===== src/rtl/srx_pkg.sv =====
// Shared types for the voting serial receiver.
package srx_pkg;
    // Frame position of the receiver.
    typedef enum logic [2:0] {
        RX_IDLE,
        RX_START,
        RX_DATA,
        RX_PAR,
        RX_STOP
    } rx_phase_e;
endpackage


===== src/rtl/srx_tick_gen.sv =====
// Tick generator: produces a one-clock pulse every `div` clocks.
// Assumes: a divisor of 0 behaves as 1; `restart` realigns the count to zero.
module srx_tick_gen #(
    parameter int DIV_W = 16
) (
    input  logic             clk,
    input  logic             rst_n,
    input  logic             restart,
    input  logic [DIV_W-1:0] div,
    output logic             tick
);
    logic [DIV_W-1:0] cnt;
    logic [DIV_W-1:0] lim;

    // Last count value of one tick period.
    always_comb lim = (div == '0) ? '0 : div - DIV_W'(1);

    assign tick = (cnt == lim);

    // Count clocks, wrapping at the tick or on restart.
    always_ff @(posedge clk) begin
        if (!rst_n)              cnt <= '0;
        else if (restart || tick) cnt <= '0;
        else                     cnt <= cnt + DIV_W'(1);
    end

    AST_TICK_GAP: assert property (@(posedge clk) disable iff (!rst_n)
        (tick && div > DIV_W'(1)) |=> (!tick || div <= DIV_W'(1)));
endmodule


===== src/rtl/srx_vote3.sv =====
// Three-sample voter: holds the first two samples of a bit and, on the
// third sampling tick, reports the majority value and a disagreement flag.
// Assumes: the caller's sub-tick counter advances by one on each tick.
module srx_vote3 #(
    parameter int SUB_W = 4,
    parameter int FIRST = 6
) (
    input  logic             clk,
    input  logic             rst_n,
    input  logic             tick,
    input  logic [SUB_W-1:0] sub,
    input  logic             line,
    output logic             done,
    output logic             bit_val,
    output logic             noise
);
    logic s0, s1;

    // Capture the first and second samples of the bit.
    always_ff @(posedge clk) begin
        if (!rst_n) begin
            s0 <= 1'b1;
            s1 <= 1'b1;
        end else if (tick) begin
            if (sub == SUB_W'(FIRST))     s0 <= line;
            if (sub == SUB_W'(FIRST + 1)) s1 <= line;
        end
    end

    // Vote with the live third sample.
    always_comb begin
        done    = tick && (sub == SUB_W'(FIRST + 2));
        bit_val = (s0 & s1) | (s0 & line) | (s1 & line);
        noise   = !((s0 == s1) && (s1 == line));
    end
endmodule


===== src/rtl/serial_rx_vote.sv =====
// Serial receiver top: synchroniser, start detection, frame sequencing,
// data assembly, parity/stop checks and output registers.
// Assumes: 16 ticks per bit, 8 data bits LSB first, one stop bit.
module serial_rx_vote #(
    parameter int DIV_W     = 16,
    parameter int DATA_BITS = 8,
    parameter int OSR       = 16
) (
    input  logic                 clk,
    input  logic                 rst_n,
    input  logic [DIV_W-1:0]     baud_div,
    input  logic                 parity_en,
    input  logic                 parity_odd,
    input  logic                 rxd,
    output logic [DATA_BITS-1:0] rx_data,
    output logic                 rx_valid,
    output logic                 parity_err,
    output logic                 frame_err,
    output logic                 noise_err
);
    import srx_pkg::*;

    localparam int SUB_W  = $clog2(OSR);
    localparam int SAMP0  = OSR / 2 - 2;
    localparam int CNT_W  = $clog2(DATA_BITS + 1);

    logic                 sync_a, line_s, line_prev;
    rx_phase_e            phase;
    logic [SUB_W-1:0]     sub;
    logic [CNT_W-1:0]     bitcnt;
    logic [DATA_BITS-1:0] shreg;
    logic                 par_bit, noise_acc;
    logic                 tick, start_edge, bit_end;
    logic                 v_done, v_bit, v_noise;

    // Two-flop synchroniser plus one delay for edge detection.
    always_ff @(posedge clk) begin
        if (!rst_n) begin
            sync_a    <= 1'b1;
            line_s    <= 1'b1;
            line_prev <= 1'b1;
        end else begin
            sync_a    <= rxd;
            line_s    <= sync_a;
            line_prev <= line_s;
        end
    end

    // Start condition and end-of-bit decode.
    always_comb begin
        start_edge = (phase == RX_IDLE) && line_prev && !line_s;
        bit_end    = tick && (sub == SUB_W'(OSR - 1));
    end

    srx_tick_gen #(.DIV_W(DIV_W)) u_tick (
        .clk(clk), .rst_n(rst_n), .restart(start_edge),
        .div(baud_div), .tick(tick)
    );

    srx_vote3 #(.SUB_W(SUB_W), .FIRST(SAMP0)) u_vote (
        .clk(clk), .rst_n(rst_n), .tick(tick), .sub(sub), .line(line_s),
        .done(v_done), .bit_val(v_bit), .noise(v_noise)
    );

    // Frame sequencer, data assembly and delivery.
    always_ff @(posedge clk) begin
        if (!rst_n) begin
            phase      <= RX_IDLE;
            sub        <= '0;
            bitcnt     <= '0;
            shreg      <= '0;
            par_bit    <= 1'b0;
            noise_acc  <= 1'b0;
            rx_data    <= '0;
            rx_valid   <= 1'b0;
            parity_err <= 1'b0;
            frame_err  <= 1'b0;
            noise_err  <= 1'b0;
        end else begin
            rx_valid <= 1'b0;
            if (phase == RX_IDLE) begin
                if (start_edge) begin
                    phase     <= RX_START;
                    sub       <= '0;
                    bitcnt    <= '0;
                    noise_acc <= 1'b0;
                end
            end else begin
                if (tick) sub <= sub + SUB_W'(1);
                if (v_done) begin
                    noise_acc <= noise_acc | v_noise;
                    case (phase)
                        RX_START: if (v_bit) phase <= RX_IDLE;
                        RX_DATA: begin
                            shreg  <= {v_bit, shreg[DATA_BITS-1:1]};
                            bitcnt <= bitcnt + CNT_W'(1);
                        end
                        RX_PAR:  par_bit <= v_bit;
                        RX_STOP: begin
                            rx_valid   <= 1'b1;
                            rx_data    <= shreg;
                            frame_err  <= !v_bit;
                            noise_err  <= noise_acc | v_noise;
                            parity_err <= parity_en &&
                                          ((^shreg ^ par_bit) != parity_odd);
                            phase      <= RX_IDLE;
                        end
                        default: ;
                    endcase
                end else if (bit_end) begin
                    case (phase)
                        RX_START: phase <= RX_DATA;
                        RX_DATA:
                            if (bitcnt == CNT_W'(DATA_BITS))
                                phase <= parity_en ? RX_PAR : RX_STOP;
                        RX_PAR:  phase <= RX_STOP;
                        default: ;
                    endcase
                end
            end
        end
    end

    AST_VALID_PULSE: assert property (@(posedge clk) disable iff (!rst_n)
        rx_valid |=> !rx_valid);
    AST_HOLD_OUTPUTS: assert property (@(posedge clk) disable iff (!rst_n)
        !rx_valid |-> ($stable(rx_data) && $stable(frame_err) && $stable(noise_err)));
    AST_NO_PARITY_FLAG: assert property (@(posedge clk) disable iff (!rst_n)
        (rx_valid && !$past(parity_en)) |-> !parity_err);
    AST_VALID_FROM_STOP: assert property (@(posedge clk) disable iff (!rst_n)
        $rose(rx_valid) |-> ($past(phase) == RX_STOP));
endmodule


===== config.mk =====
export PLATFORM = sky130hd
export DESIGN_NAME = serial_rx_vote
export DESIGN_NICKNAME = d
export VERILOG_FILES = /design/src/rtl/srx_pkg.sv /design/src/rtl/srx_tick_gen.sv /design/src/rtl/srx_vote3.sv /design/src/rtl/serial_rx_vote.sv
export SDC_FILE = /design/constraint.sdc
export NUM_CORES = 1
export LEC_CHECK = 0
export ABC_AREA = 0
export CORE_MARGIN = 2
export CORE_UTILIZATION = 55
export CTS_CLUSTER_DIAMETER = 50
export CTS_CLUSTER_SIZE = 8
export DETAILED_ROUTE_END_ITERATION = 8
export GPL_ROUTABILITY_DRIVEN = 0
export PLACE_DENSITY = 0.78
export SYNTH_ARGS = -nofsm -noshare
export SYNTH_HDL_FRONTEND = slang
export SYNTH_SLANG_ARGS = --single-unit

===== constraint.sdc =====
create_clock -name clk -period 4.3 [get_ports clk]
set_input_delay 0.43 -clock clk [delete_from_list [all_inputs] [get_ports clk]]
set_output_delay 0.43 -clock clk [all_outputs]
set_load 0.05 [all_outputs]

After elaboration in Yosys (flattened, before gate mapping)
Cells that the tools add are included.

Flip-flop bits (word level): 54. Output and inout port bits: 12.

Add/subtract/negate cells: 4. Eq/ne operators: 17. Multiplexer cells: 20. Bitwise logic cells: 10. Reduce and logical (&&, ||, !) cells: 29.

Operators by type and width (number): $mux W4 (6); $mux W3 (7); $add A16 B1 Y16 const B (1); $eq A16 B16 Y1 (1); $logic_not A16 Y1 (1); $mux W16 (1); $sub A16 B1 Y16 const B (1); $eq A4 B4 Y1 const B (3); $reduce_and A3 Y1 (4); $pmux W3 S3 (1); $add A4 B1 Y4 const B (2); $eq A4 B3 Y1 const B (2); $ne A4 B4 Y1 const B (2); $reduce_and A2 Y1 (4); $reduce_xor A8 Y1 (1); $eq A3 B2 Y1 const B (2); $logic_and A1 B1 Y1 (6); $pmux W3 S2 (1); $reduce_and A6 Y1 (1); $reduce_bool A2 Y1 (3); $reduce_bool A5 Y1 (1); $mux W1 (4); $ne A4 B3 Y1 const B (1); $and A1 B1 Y1 (3); 14 further kinds (21).

Logic depth before layout (Yosys ltp)
Depth after elaboration: 7. Depth in mapped cells: 12. Depth with buffers taken out: 11.

Hierarchy
Synthesis repeated with hierarchy kept, for this count alone.

Cells, all modules: 415. Area, all modules: 3385.7 µm².

By module, submodules not included: serial_rx_vote (instances 1, cells an instance 185, area an instance 1645.3 µm², sequential area each 720.7 µm²); srx_tick_gen (instances 1, cells an instance 215, area an instance 1582.8 µm², sequential area each 320.3 µm²); srx_vote3 (instances 1, cells an instance 15, area an instance 157.7 µm², sequential area each 40.0 µm²).

Worst setup path before layout
No wires, ideal clock.

Kind: input to register. From: input port baud_div[0]. To: register phase[1]. Setup time: 117 ps. Arrival time: 3065 ps. Path slack: 1117 ps. Stages on the path: 11. Path buffers: 0. Cell sequence: inv_1 -> ha_1 -> or3b_1 -> nor4_2 -> xnor2_1 -> a221o_1 -> a211oi_4 -> nand4_4 -> o31ai_4 -> or3b_1 -> a32o_1.

Word-level cells in the longest chain between the ends: 6. Elaborated cells on any way between the ends: 14. Classes of those cells: add/sub (1); eq/ne (4); mux (3); reduce/logical (6).

Ends and longest elaborated chain: from (decl) (RTL line serial_rx_vote.sv:11) `input logic [DIV_W-1:0] baud_div,`; $sub A16 B1 Y16 or $logic_not A16 Y1 (tied branches) (RTL line srx_tick_gen.sv:16) `always_comb lim = (div == '0) ? '0 : div - DIV_W'(1);`; $mux W16 * (RTL line srx_tick_gen.sv:16); $eq A16 B16 Y1 * (RTL line srx_tick_gen.sv:18) `assign tick = (cnt == lim);`; $logic_and A1 B1 Y1 (on tied branches) (RTL line srx_vote3.sv:32, serial_rx_vote.sv:52); $ne A4 B4 Y1 (no line), or another cell as far along; $reduce_and A6 Y1 (no line) or $mux W3 (tied branches); to (signal assigned) (RTL line serial_rx_vote.sv:115) `phase <= parity_en ? RX_PAR : RX_STOP;`; to (decl) (RTL line serial_rx_vote.sv:28) `rx_phase_e phase;`.

Every way passes the cells marked *; elsewhere a longest branch is shown, timed or not. A chain may end at the register's enable or synchronous reset.

Final worst setup path
Same ends and word-level chain as after synthesis.

==> metrics.txt <==
fmax 0.2783 GHz; die height 80.40 µm; Yosys top cell area share 0.3367; FP Rows 27; setup TNS 0 ps; Area Overhead vs Synth 14.77%; outcome completed; delay-heaviest family, CP simple AND/OR/NAND/NOR gates; clock sink count 54; PwrDens 239.5 mW/mm²; crit share post-route 0.8357; Synth Net Count a little under 400; TritonCTS clock tree yes; Hold Crit Class reg2reg; FILL cells 473; largest net degree at the start of global routing 36; worst skew pair latency 310 ps; most frequent CP cell or3b_1; Remaining DRCs 0; Resize count post-CTS 0; die span in x 80.40 µm; Post-Route WL 6496 µm; IO buf count 32; Vias/cell 5.722; register bit total from synthesis 54; synthesized area 0.003211 mm²; CTS Buf Count 5; vias in the first global route 2507; maximum clock path buffer count 2; CTS root buf clkbuf_8; Slew headroom 0.5509; Final Power 0.8825 mW; Initial Utilization 0.5760; Final Max Slew Viols 0; Lkg Pwr ~1.3 nW; EDFF count, synth 0; number of hold buffers added after CTS 0; worst path cell trace clkdlybuf4s50_1 -> inv_1 -> ha_1 -> or3b_1 -> nor4_2 -> xnor2_1 -> a221o_1 -> a211oi_4 -> nand4_4 -> o31ai_4 -> or3b_1 -> a32o_1; initial antenna violation count 0; Finished Layout Cells 461; via count 2638; setup repair bufs after CTS 0; top_reg_cell synth dfxtp_1; Final HPWL DP 4801 µm; Startpoint Class input pin; Peak VDD IR 180.9 µV; CP peak stage delay about 480 ps; DR WL/cell 14.09 µm; Layout Nets ~420; CP arrival between 3000 and 4000 ps; IO Count 33; critical path class in2reg; Die ar. around 0.0065 mm²; core outline area 0.005574 mm²; placed cells roughly 450; Synth Instances 358; DR pass1 iterations 4; H-tree levels 2; Critical Path Fanout Max 7; layout cells sized above 1 0.09512; clk_skew about 14 ps; sequential element share of the synthesized area 0.3367; number of distinct library cells after synthesis 63; Final Hold Viols 0; Syn Area/Cell 8.968 µm²; clock transition at the registers of the reported paths around 100 ps; Final ANT Viol Nets 0; gr usage total 0.2126; GRT overflow 0; first-pass GRT wire length 10830 µm; Synth area leaders dfxtp_1 34%, xnor2_1 7.9%, mux2i_1 7.5%; synth warn 0; min Tclk post-route 3593 ps; max-capacitance violation count 0; Worst EP required 4510 ps; Synth area leader dfxtp_1; buffers and inverters on the worst path 2; antenna fix cells 0; Tightest Pin Transition 668.5 ps; asr flop ratio synth 0; RSZ-0062 raised after global routing no; Critical Path Slowest Stage Cell clkdlybuf4s50_1; Final Setup Violations 0; critical path endpoint category flop; Initial DRC Count 112
-- layer usage --
metal  vias up  global-route usage  share of wire
met1      1243              0.2528           0.45
met3         8             0.03596          0.048
met2        64              0.3858           0.48
li1       1323                   -              -
met5         -                   0              0
met4         0             0.06949          0.015
-- worst paths after layout --
kind | start | end | slack [ps] | cells past startpoint
worst max-delay path | baud_div[0] | phase[1] | 710 | 12
worst min-delay path | sync_a | line_s | 440 | 1
worst max register to register | u_tick.cnt[6] | phase[1] | 1520 | 8
worst min register to register | sync_a | line_s | 440 | 1
-- worst register-to-register path, delay by kind of cell (launching register included) --
kind	cells	cell delay, ps
flip-flops	1	450
XOR/XNOR	2	260
AO/OA/AOI/OAI	3	960
AND/OR/NAND/NOR	3	1010
-- stage by stage --
stage          hold WS [ps]  setup WS [ps]  utilization  instance area, µm²
2_1_floorplan         386.3           1117            -                3211
3_3_place_gp          398.9          466.8       0.6462                3602
3_5_place_dp          418.3          395.5       0.6462                3602
4_1_cts               453.6          724.1       0.6611                3685
5_1_grt               475.0          449.4       0.6611                3685
6_report              437.0          706.6       0.6611                3685
-- cell usage after synthesis (all sizes together), types with 6 or more instances --
cell    number
nand2b       8
nand4        6
nor2b       20
xor2        13
nand3       17
and3         6
o31ai        6
dfxtp       54
inv         12
a21oi        6
nor2        31
nand2       26
xnor2       29
clkbuf      10
nor3         6
ha           9
mux2i       24
nor4        14
-- flip-flops by register name (all words and copies together) (netlist names), 3 cells and up --
signal      count
shreg           8
rx_data         8
u_tick.cnt     16
sub             4
bitcnt          4
phase           3
-- cell families (layout without fill, tap and decap cells) --
kind of cell	after synthesis	count (layout)	share of synthesized area
flip-flops	54	54	0.3367
XOR/XNOR	42	42	0.1146
adder cells (fa/ha/maj)	9	9	0.03507
AND/OR/NAND/NOR	154	154	0.2814
multiplexers	25	25	0.07833
AO/OA/AOI/OAI	47	47	0.1177
buffers and inverters	27	58	0.03624
-- report_power, final --
part           switching, mW  internal (mW)  total, mW
clock network          0.163          0.113      0.276
logic                 0.0494         0.0468     0.0962
registers            0.00628          0.504      0.510
-- area by class of cell --
type	count	area, µm²	area share
sequential	54	1081	0.2934
timing repair buffer	39	372.9	0.1012
multi-input combinational	277	2013	0.5464
inverter	12	45.04	0.01222
clock inverter	2	13.76	0.003735
clock buffer	5	68.82	0.01868
tap	72	90.09	0.02445
-- layout by cell type (no fill, tap or decap), drive strengths merged, types with 3 or more instances in the layout --
cell type / instances
nand2: 26
xor2: 13
ha: 9
nand2b: 8
o211ai: 3
mux2i: 24
o21ai: 5
or2: 5
nand3: 17
o31ai: 6
nand4: 6
dfxtp: 54
a31oi: 3
xnor2: 29
buf: 7
nor2: 31
nor2b: 20
nor3: 6
a211oi: 3
clkbuf: 5
and3: 6
inv: 13
nor4: 14
a21oi: 6
or3: 4
a21boi: 4
clkdlybuf4s50: 32
No activity file was read; power rests on OpenSTA's default activity.
